===== src/rtl/raster_pkg.sv =====
package raster_pkg;
   localparam int unsigned PIX_STEP = 8;

   typedef enum logic {
      FIELD_EVEN = 1'b0,
      FIELD_ODD  = 1'b1
   } field_e;
endpackage


===== src/rtl/raster_pos_ctr.sv =====
module raster_pos_ctr
   import raster_pkg::*;
#(
   parameter int H_TOTAL = 1024,
   parameter int V_LAST  = 311,
   parameter int HW      = 10,
   parameter int VW      = 9
) (
   input  logic          clk,
   input  logic          rst,
   input  logic          step_en,
   output logic [HW-1:0] h_pos,
   output logic [VW-1:0] v_pos,
   output logic          field_odd
);
   localparam logic [HW-1:0] H_LAST_C = HW'(H_TOTAL - int'(PIX_STEP));
   localparam logic [VW-1:0] V_LAST_C = VW'(V_LAST);

   field_e fld;

   always_ff @(posedge clk) begin
      if (rst) begin
         h_pos <= '0;
         v_pos <= '0;
         fld   <= FIELD_EVEN;
      end else if (step_en) begin
         if (h_pos == H_LAST_C) begin
            h_pos <= '0;
            if (v_pos == V_LAST_C) begin
               v_pos <= '0;
               fld   <= (fld == FIELD_EVEN) ? FIELD_ODD : FIELD_EVEN;
            end else begin
               v_pos <= v_pos + 1'b1;
            end
         end else begin
            h_pos <= h_pos + HW'(PIX_STEP);
         end
      end
   end

   assign field_odd = (fld == FIELD_ODD);
endmodule


===== src/rtl/rtc_irq_gen.sv =====
module rtc_irq_gen #(
   parameter int RTC_LINE   = 100,
   parameter int H_HALF     = 512,
   parameter int HW         = 10,
   parameter int VW         = 9,
   parameter bit IRQ_STICKY = 1'b1
) (
   input  logic          clk,
   input  logic          rst,
   input  logic          step_en,
   input  logic          irq_clr,
   input  logic [HW-1:0] h_pos,
   input  logic [VW-1:0] v_pos,
   input  logic          field_odd,
   output logic          rtc_pulse,
   output logic          rtc_flag
);
   localparam logic [VW-1:0] RTC_C  = VW'(RTC_LINE);
   localparam logic [HW-1:0] HALF_C = HW'(H_HALF);

   logic on_line;
   logic at_point;
   logic fire;

   always_comb begin
      on_line  = (v_pos == RTC_C);
      at_point = field_odd ? (h_pos == HALF_C) : (h_pos == '0);
      fire     = step_en && on_line && at_point;
   end

   always_ff @(posedge clk) begin
      if (rst) rtc_pulse <= 1'b0;
      else     rtc_pulse <= fire;
   end

   generate
      if (IRQ_STICKY) begin : g_sticky
         always_ff @(posedge clk) begin
            if (rst)          rtc_flag <= 1'b0;
            else if (fire)    rtc_flag <= 1'b1;
            else if (irq_clr) rtc_flag <= 1'b0;
         end
      end else begin : g_no_sticky
         always_comb rtc_flag = 1'b0;
      end
   endgenerate
endmodule


===== src/rtl/row_addr_track.sv =====
module row_addr_track #(
   parameter int HSYNC_END   = 832,
   parameter int H_ADDR_LOAD = 896,
   parameter int V_LAST      = 311,
   parameter int HW          = 10,
   parameter int VW          = 9,
   parameter int ROW_W       = 4,
   parameter int ADDR_W      = 15
) (
   input  logic              clk,
   input  logic              rst,
   input  logic              step_en,
   input  logic [HW-1:0]     h_pos,
   input  logic [VW-1:0]     v_pos,
   input  logic [ADDR_W-1:0] base_addr,
   input  logic [ROW_W-1:0]  row_last,
   output logic [ROW_W-1:0]  char_row,
   output logic [ADDR_W-1:0] row_addr,
   output logic [ADDR_W-1:0] byte_addr
);
   localparam logic [HW-1:0] SYNC_END_C = HW'(HSYNC_END);
   localparam logic [HW-1:0] LOAD_C     = HW'(H_ADDR_LOAD);
   localparam logic [VW-1:0] V_LAST_C   = VW'(V_LAST);

   logic on_last_line;
   logic row_tick;
   logic addr_tick;

   always_comb begin
      on_last_line = (v_pos == V_LAST_C);
      row_tick     = step_en && (h_pos == SYNC_END_C);
      addr_tick    = step_en && (h_pos == LOAD_C) && on_last_line;
   end

   always_ff @(posedge clk) begin
      if (rst) begin
         char_row <= '0;
      end else if (row_tick) begin
         if (on_last_line || (char_row == row_last)) char_row <= '0;
         else                                        char_row <= char_row + 1'b1;
      end
   end

   always_ff @(posedge clk) begin
      if (rst || addr_tick) begin
         row_addr  <= base_addr;
         byte_addr <= base_addr;
      end
   end
endmodule


===== src/rtl/raster_timer.sv =====
module raster_timer
   import raster_pkg::*;
#(
   parameter int H_TOTAL     = 1024,
   parameter int H_HALF      = 512,
   parameter int HSYNC_END   = 832,
   parameter int H_ADDR_LOAD = 896,
   parameter int V_LAST      = 311,
   parameter int RTC_LINE    = 100,
   parameter int ADDR_W      = 15,
   parameter int ROW_W       = 4,
   parameter bit IRQ_STICKY  = 1'b1,
   localparam int HW         = $clog2(H_TOTAL),
   localparam int VW         = $clog2(V_LAST + 1)
) (
   input  logic              clk,
   input  logic              rst,
   input  logic              step_en,
   input  logic              irq_clr,
   input  logic [ADDR_W-1:0] base_addr,
   input  logic [ROW_W-1:0]  row_last,
   output logic [HW-1:0]     h_pos,
   output logic [VW-1:0]     v_pos,
   output logic              field_odd,
   output logic [ROW_W-1:0]  char_row,
   output logic [ADDR_W-1:0] row_addr,
   output logic [ADDR_W-1:0] byte_addr,
   output logic              rtc_pulse,
   output logic              rtc_flag
);
   generate
      if (H_TOTAL % int'(PIX_STEP) != 0) begin : g_bad_total
         $error("raster_timer: H_TOTAL must be a multiple of the step");
      end
      if (H_HALF % int'(PIX_STEP) != 0 || H_HALF >= H_TOTAL) begin : g_bad_half
         $error("raster_timer: H_HALF must be a step inside the line");
      end
      if (HSYNC_END % int'(PIX_STEP) != 0 || HSYNC_END >= H_TOTAL) begin : g_bad_sync
         $error("raster_timer: HSYNC_END must be a step inside the line");
      end
      if (H_ADDR_LOAD % int'(PIX_STEP) != 0 || H_ADDR_LOAD >= H_TOTAL) begin : g_bad_load
         $error("raster_timer: H_ADDR_LOAD must be a step inside the line");
      end
      if (RTC_LINE > V_LAST) begin : g_bad_rtc
         $error("raster_timer: RTC_LINE beyond the field");
      end
   endgenerate

   raster_pos_ctr #(
      .H_TOTAL(H_TOTAL), .V_LAST(V_LAST), .HW(HW), .VW(VW)
   ) u_pos (
      .clk(clk), .rst(rst), .step_en(step_en),
      .h_pos(h_pos), .v_pos(v_pos), .field_odd(field_odd)
   );

   rtc_irq_gen #(
      .RTC_LINE(RTC_LINE), .H_HALF(H_HALF), .HW(HW), .VW(VW),
      .IRQ_STICKY(IRQ_STICKY)
   ) u_irq (
      .clk(clk), .rst(rst), .step_en(step_en), .irq_clr(irq_clr),
      .h_pos(h_pos), .v_pos(v_pos), .field_odd(field_odd),
      .rtc_pulse(rtc_pulse), .rtc_flag(rtc_flag)
   );

   row_addr_track #(
      .HSYNC_END(HSYNC_END), .H_ADDR_LOAD(H_ADDR_LOAD), .V_LAST(V_LAST),
      .HW(HW), .VW(VW), .ROW_W(ROW_W), .ADDR_W(ADDR_W)
   ) u_row (
      .clk(clk), .rst(rst), .step_en(step_en),
      .h_pos(h_pos), .v_pos(v_pos),
      .base_addr(base_addr), .row_last(row_last),
      .char_row(char_row), .row_addr(row_addr), .byte_addr(byte_addr)
   );
endmodule


===== config.mk =====
export PLATFORM = sky130hd
export DESIGN_NAME = raster_timer
export DESIGN_NICKNAME = d
export VERILOG_FILES = /design/src/rtl/raster_pkg.sv /design/src/rtl/raster_pos_ctr.sv /design/src/rtl/rtc_irq_gen.sv /design/src/rtl/row_addr_track.sv /design/src/rtl/raster_timer.sv
export SDC_FILE = /design/constraint.sdc
export NUM_CORES = 1
export LEC_CHECK = 0
export CORE_ASPECT_RATIO = 0.9
export CORE_UTILIZATION = 42
export CTS_CLUSTER_DIAMETER = 40
export DETAILED_ROUTE_END_ITERATION = 6
export PLACE_DENSITY = 0.8
export SLEW_MARGIN = 15
export SYNTH_ARGS = -nofsm -noshare
export SYNTH_HDL_FRONTEND = slang
export SYNTH_SLANG_ARGS = --single-unit

===== constraint.sdc =====
create_clock -name clk -period 3.65 [get_ports clk]
set_input_delay 0.5475 -clock clk [delete_from_list [all_inputs] [get_ports clk]]
set_output_delay 0.5475 -clock clk [all_outputs]
set_load 0.03 [all_outputs]

==> flow_summary_export.csv, run 1 <==
group,metric,value,unit
worst_setup_path,crit_type,"in2reg",
pwr,p_per_area,372,mW/mm^2
detailed_routing,wl_per_cell,14.3,um
finish,nets,262,
timing,hold_viol_final,0,
grt,grt_pass1_wl,6600,um
detailed_routing,finalWirelength,4050,um
outcome,violations,"design-rule violations",
worst_setup_path,crit_required,3.81,ns
min_path,worstHoldPathType,"reg2reg",
timing,max_slew_margin,54.5,%
timing,fmax,447,MHz
detailed_routing,drtIter0Drc,101,
detailed_routing,first_pass_iters,6,
grt,grt_max_degree,16,
die,dieWidth,71.0,um
timing,fin_skew,0.00486,ns
clock_tree,postCtsSetupBuffers,0,
die,rows,22,
worst_setup_path,crit_path_end_kind,"flop",
die,die-height,64.1,um
finish,final_util,62.7,%
synth,ys_ff_latch,38,
finish,multiInputGateArea,718,um^2
timing,setup_tns,0,ns
grt,overflow,0,
worst_setup_path,start_kind,"primary input",
placed_design,io_buffers,75,
timing,post-route-period-util,61.2,%
timing,setup_viol,0,
finish,drive_gt1_share,6.78,%
synth,syn_area,0.00180,mm^2
grt,grt_pass1_vias,1324,
grt,antenna_found_initial,0,
synth,yosysUniqueCellTypes,42,
synth,synth_top_area_share,25.6,%
placed_design,gp_congestion,0.809,
flow_run,cap_violations,0,
detailed_routing,ant_nets,0,
synth,postSynthCellCount,174,
clock_tree,cts_tree,"built",
clock_tree,cts_root_buf,"clkbuf_8",
detailed_routing,drc,11,
placed_design,dp_hpwl,2980,um
finish,layout_common_cells,"clkdlybuf4s50_1, dfxtp_1, edfxtp_1",
finish,final_common_cell,"clkdlybuf4s50_1",
finish,n_fill_cell,353,
timing,rsz0062_at_grt,"false",
detailed_routing,vias,1506,
die,core_area,0.00410,mm^2
clock_tree,cts_resized,0,
timing,holdWs,0.455,ns
pwr,vdd_drop_max,0.000192,V
pwr,p_leak,0.905,nW
finish,regArea,911,um^2
clock_tree,clockBufferDepth,2,
grt,track_usage,19.4,%
die,start_util,43.9,%
die,io_pins,79,
finish,final_area,0.00257,mm^2
placed_design,place_area,0.00246,mm^2
synth,synthTopCellsByArea,"dfxtp_1, edfxtp_1, buf_4",
clock_tree,cts_buffers,5,
clock_tree,cts_hold_buf,0,
die,die_area,0.00456,mm^2
timing,tightest_slew,0.676,ns
outcome,outcome,"complete, but fails checks",
synth,synth_top_cell_by_area,"dfxtp_1",
timing,drv_slew,0,
finish,antenna_cells,0,
worst_setup_path,arrival,2.40,ns
clock_tree,h-tree-depth,2,
finish,syn2layout_area_growth,42.7,%
synth,avgSynthCellArea,10.4,um^2
worst_setup_path,cp_max_fo,9,
clock_tree,insertion_delay,0.30,ns
synth,ys_seq_area_share,50.6,%
clock_tree,cts.sinks,38,
synth,yosysWarnings,0,
clock_tree,clk_pin_slew,0.07,ns
timing,layout_min_cycle_time,2.24,ns
detailed_routing,viasPerCell,5.30,
## final cells by class
class                   instances  share of cell area (%)
clock buffers                   5                    2.68
clock inverters                 3                    1.56
inverters                       4                   0.584
multi-input cells             110                    27.9
flip-flops and latches         38                    35.4
well taps                      48                    2.34
repair buffers                 76                    29.5
## cells in the mapped netlist, drive strengths merged
master   n
inv      4
buf     23
o31ai    2
xor2     3
a21o     2
or4      2
nand3b   2
nor3     5
xnor2   11
and2     1
nand4    9
nor2b    1
nand2   11
ha       4
edfxtp  15
mux2i    1
or3b     2
nand3    8
or3      3
a21oi   11
a41o     1
nor4     5
conb     1
a311oi   1
a31oi    1
a22oi    1
and4bb   1
or2      1
clkbuf   1
and3     1
nor2    11
dfxtp   23
o21ai    5
nand4b   1
## routing by layer
layer	share of wire, %	vias to the layer above	global-route usage, %
met5	0	-	0
met4	1.5	0	7.50
met3	8.4	7	7.26
met2	47	69	30.4
met1	43	696	24.3
li1	-	734	-
## final timing paths
path,startpoint,endpoint,slack [ns],cells after the start
setup / recovery,step_en,u_pos.v_pos[3]$_SDFFE_PP0P_,1.41,5
hold / removal,u_irq.rtc_flag$_SDFFE_PP0P_,u_irq.rtc_flag$_SDFFE_PP0P_,0.46,1
setup reg to reg,u_pos.v_pos[0]$_SDFFE_PP0P_,u_row.row_addr[13]$_DFFE_PP_,1.48,5
hold reg to reg,u_irq.rtc_flag$_SDFFE_PP0P_,u_irq.rtc_flag$_SDFFE_PP0P_,0.46,1
## power breakdown
part | leakage (nW) | internal [mW] | switching [mW] | total, mW
registers | 0.333 | 0.455 | 0.0123 | 0.467
clock network | 0.0579 | 0.201 | 0.150 | 0.351
logic | 0.515 | 0.0645 | 0.0736 | 0.138
## sequential cells by signal, indices dropped and copies added (netlist names)
signal and flops:
u_row.row_addr 15, u_pos.h_pos 7, u_irq.rtc_pulse 1, u_pos.field_odd 1
u_row.char_row 4, u_pos.v_pos 9, u_irq.rtc_flag 1
## kinds of logic (layout without fill, tap and decap cells)
kind of cell | count (synthesis) | count (layout) | share of synthesized area (%)
buf+inv | 28 | 88 | 10.3
compound gates | 24 | 24 | 8.12
mux | 1 | 1 | 0.556
xor+xnor | 14 | 14 | 6.81
simple gates | 64 | 64 | 20.7
fa+ha+maj | 4 | 4 | 2.78
other cells | 1 | 3 | 0.208
flops | 38 | 38 | 50.6
## per-stage QoR
stage,cells,setup slack (ns),power [mW]
floorplan,176,0.646,0.559
global placement,276,1.16,0.612
detailed placement,276,1.08,0.615
CTS,284,1.39,0.963
global route,284,1.26,0.992
finish,284,1.41,0.956
## worst max-delay path, cell delays in order
cell and delay [ns]:
clkdlybuf4s50_1 0.66, nand4_2 0.21, or2_1 0.34, o21ai_1 0.53
nor2_1 0.11
Power figures use the tool's default switching activity.
==> run 2, diff against run 1 <==
CORE_UTILIZATION = 38   (was 42)
PLACE_DENSITY = 0.76   (was 0.8)
clock period = 2.04 ns   (was 3.65 ns; I/O delays follow)
==> run 2 against run 1 <==
  * The flow now finishes without violations
  * Global-route usage decreased by 2.2 points
  * Design area increased by 6.2%
  * Setup slack worse by 1.3 ns
  * Core utilization decreased by 1.9 points
  * Sequential cell count unchanged
  * First-iteration DRC count is 2.0% lower
  * Clock-buffer cell count unchanged
  * Highest routed layer unchanged
  * Final cell count rose by 8.5%
  * Clock skew decreased by 0.00057 ns
==> flow_summary_export.csv, run 2 (synthesized netlist as in run 1, its figures left out) <==
group,metric,value,unit
die,start_util,40.1,%
finish,drive_gt1_share,13.4,%
worst_setup_path,timing.rr.end,"u_row.row_addr[14]$_DFFE_PP_",
clock_tree,cts_root_buf,"clkbuf_8",
finish,antenna_cells,0,
finish,top_register,"u_row.row_addr",
pwr,p_per_area,680,mW/mm^2
timing,setup_ws,0.112,ns
worst_setup_path,crit_required,2.05,ns
clock_tree,clockBufferDepth,2,
finish,stdcell_count,308,
flow_run,cap_violations,0,
grt,track_usage,17.2,%
worst_setup_path,path_delay_family,"simple AND/OR/NAND/NOR gates",
clock_tree,cts_buffers,5,
detailed_routing,drc,0,
die,die-height,67.3,um
finish,multiInputGateArea,734,um^2
grt,grt_pass1_vias,1401,
grt,grt_max_degree,16,
timing,setup_viol,0,
outcome,outcome,"completed",
detailed_routing,ant_nets,0,
grt,overflow,0,
worst_setup_path,worstPathCellList,"or3_4 -> or3b_4 -> o31ai_4 -> buf_12",
placed_design,io_buffers,75,
pwr,finalPower,1.86,mW
worst_setup_path,regToRegSetupSlack,0.11,ns
worst_setup_path,start_kind,"flop",
finish,biggestRegsByFlops,"u_row.row_addr x15, u_pos.v_pos x9, u_pos.h_pos x7",
placed_design,dp_worst_setup_slack,0.0230,ns
worst_setup_path,arrival,1.94,ns
die,die_area,0.00502,mm^2
worst_setup_path,crit_buf_inv,1,
worst_setup_path,cp_max_fo,15,
die,dieWidth,74.6,um
timing,fmax,519,MHz
worst_setup_path,r2r_start,"u_pos.h_pos[5]$_SDFFE_PP0P_",
clock_tree,clk_pin_slew,0.08,ns
finish,nets,272,
detailed_routing,vias,1520,
worst_setup_path,cpMaxStageDelayCell,"or3b_4",
worst_setup_path,worstRegToRegCells,4,
pwr,vdd_drop_max,0.000262,V
min_path,worstHoldPathType,"reg2reg",
finish,syn2layout_area_growth,51.5,%
detailed_routing,drtIter0Drc,99,
worst_setup_path,critPathLaunch,"u_pos.h_pos[5]$_SDFFE_PP0P_",
placed_design,dp_hpwl,3110,um
grt,antenna_found_initial,0,
worst_setup_path,cpPeakStageDelay,0.43,ns
clock_tree,insertion_delay,0.29,ns
pwr,p_leak,0.972,nW
finish,layout_common_cells,"clkdlybuf4s50_1, dfxtp_1, edfxtp_1",
clock_tree,cts_tree,"built",
placed_design,gp_congestion,0.836,
detailed_routing,viasPerCell,4.94,
clock_tree,cts.sinks,38,
worst_setup_path,crit_cells,4,
grt,grt_pass1_wl,6460,um
clock_tree,h-tree-depth,2,
finish,largest_reg_flops,15,
worst_setup_path,crit_path_end_kind,"flop",
finish,regArea,920,um^2
die,core_area,0.00449,mm^2
clock_tree,cts_hold_buf,0,
die,io_pins,79,
timing,drv_slew,0,
timing,setup_tns,0,ns
detailed_routing,first_pass_iters,4,
timing,layout_min_cycle_time,1.93,ns
timing,rsz0062_at_grt,"false",
worst_setup_path,crit_end,"u_row.row_addr[14]$_DFFE_PP_",
timing,post-route-period-util,94.5,%
finish,final_common_cell,"clkdlybuf4s50_1",
detailed_routing,finalWirelength,4020,um
worst_setup_path,crit_type,"reg2reg",
placed_design,dp_cells,300,
timing,hold_viol_final,0,
timing,fin_skew,0.00428,ns
detailed_routing,wl_per_cell,13.0,um
clock_tree,postCtsSetupBuffers,0,
clock_tree,cts_resized,0,
die,rows,23,
finish,n_fill_cell,388,
-- run 2: cell count changes in the layout (fill, tap and decap cells not counted), sizes merged --
cell	delta
clkinv	-1
bufinv	+1
buf	+10
-- run 2: stage by stage --
step	hold WS (ns)	utilization (%)	instance area, um^2
after detailed placement	0.470	57.7	2590
after global routing	0.502	60.8	2730
after floorplan	0.405	-	1850
final	0.479	60.8	2730
after CTS	0.489	60.8	2730
after global placement	0.458	57.7	2590
-- run 2: report_power, final --
| part | internal (mW) | switching [mW] | leakage (nW) |
|---|---|---|---|
| Combinational | 0.129 | 0.138 | 0.568 |
| Clock | 0.490 | 0.268 | 0.0683 |
| Sequential | 0.814 | 0.0187 | 0.335 |
-- run 2: final cells by class --
| class | instances | share of cell area (%) |
|---|---|---|
| flip-flops and latches | 38 | 33.7 |
| repair buffers | 86 | 31.0 |
| multi-input cells | 110 | 26.9 |
| well taps | 62 | 2.84 |
| clock buffers | 5 | 2.52 |
| clock inverters | 3 | 2.52 |
| inverters | 4 | 0.550 |
-- run 2: worst min path at each step --
stage / from / end / slack (ns) / cells past startpoint
finish: u_irq.rtc_flag$_SDFFE_PP0P_ / u_irq.rtc_flag$_SDFFE_PP0P_ / 0.48 / 1
global route: u_irq.rtc_flag$_SDFFE_PP0P_ / u_irq.rtc_flag$_SDFFE_PP0P_ / 0.50 / 1
CTS: u_irq.rtc_flag$_SDFFE_PP0P_ / u_irq.rtc_flag$_SDFFE_PP0P_ / 0.49 / 1
detailed placement: u_irq.rtc_flag$_SDFFE_PP0P_ / u_irq.rtc_flag$_SDFFE_PP0P_ / 0.47 / 1
global placement: u_irq.rtc_flag$_SDFFE_PP0P_ / u_irq.rtc_flag$_SDFFE_PP0P_ / 0.46 / 1
floorplan: base_addr[0] / u_row.row_addr[0]$_DFFE_PP_ / 0.40 / 0
-- run 2: routing by layer --
layer | routed length (um) | vias to the layer above | global-route usage, %
met5 | 0 | - | 0
met4 | 42 | 0 | 5.42
met3 | 418 | 5 | 5.82
met2 | 1920 | 70 | 29.1
met1 | 1640 | 699 | 20.6
li1 | - | 746 | -
-- run 2: worst register-to-register path, delay by kind of cell, from the launching register on --
kind                   cells  cell delay (ns)
DFF                        1             0.37
AOI/OAI and AO/OA          1             0.26
buffers and inverters      1             0.18
and+or+nand+nor            2             0.84
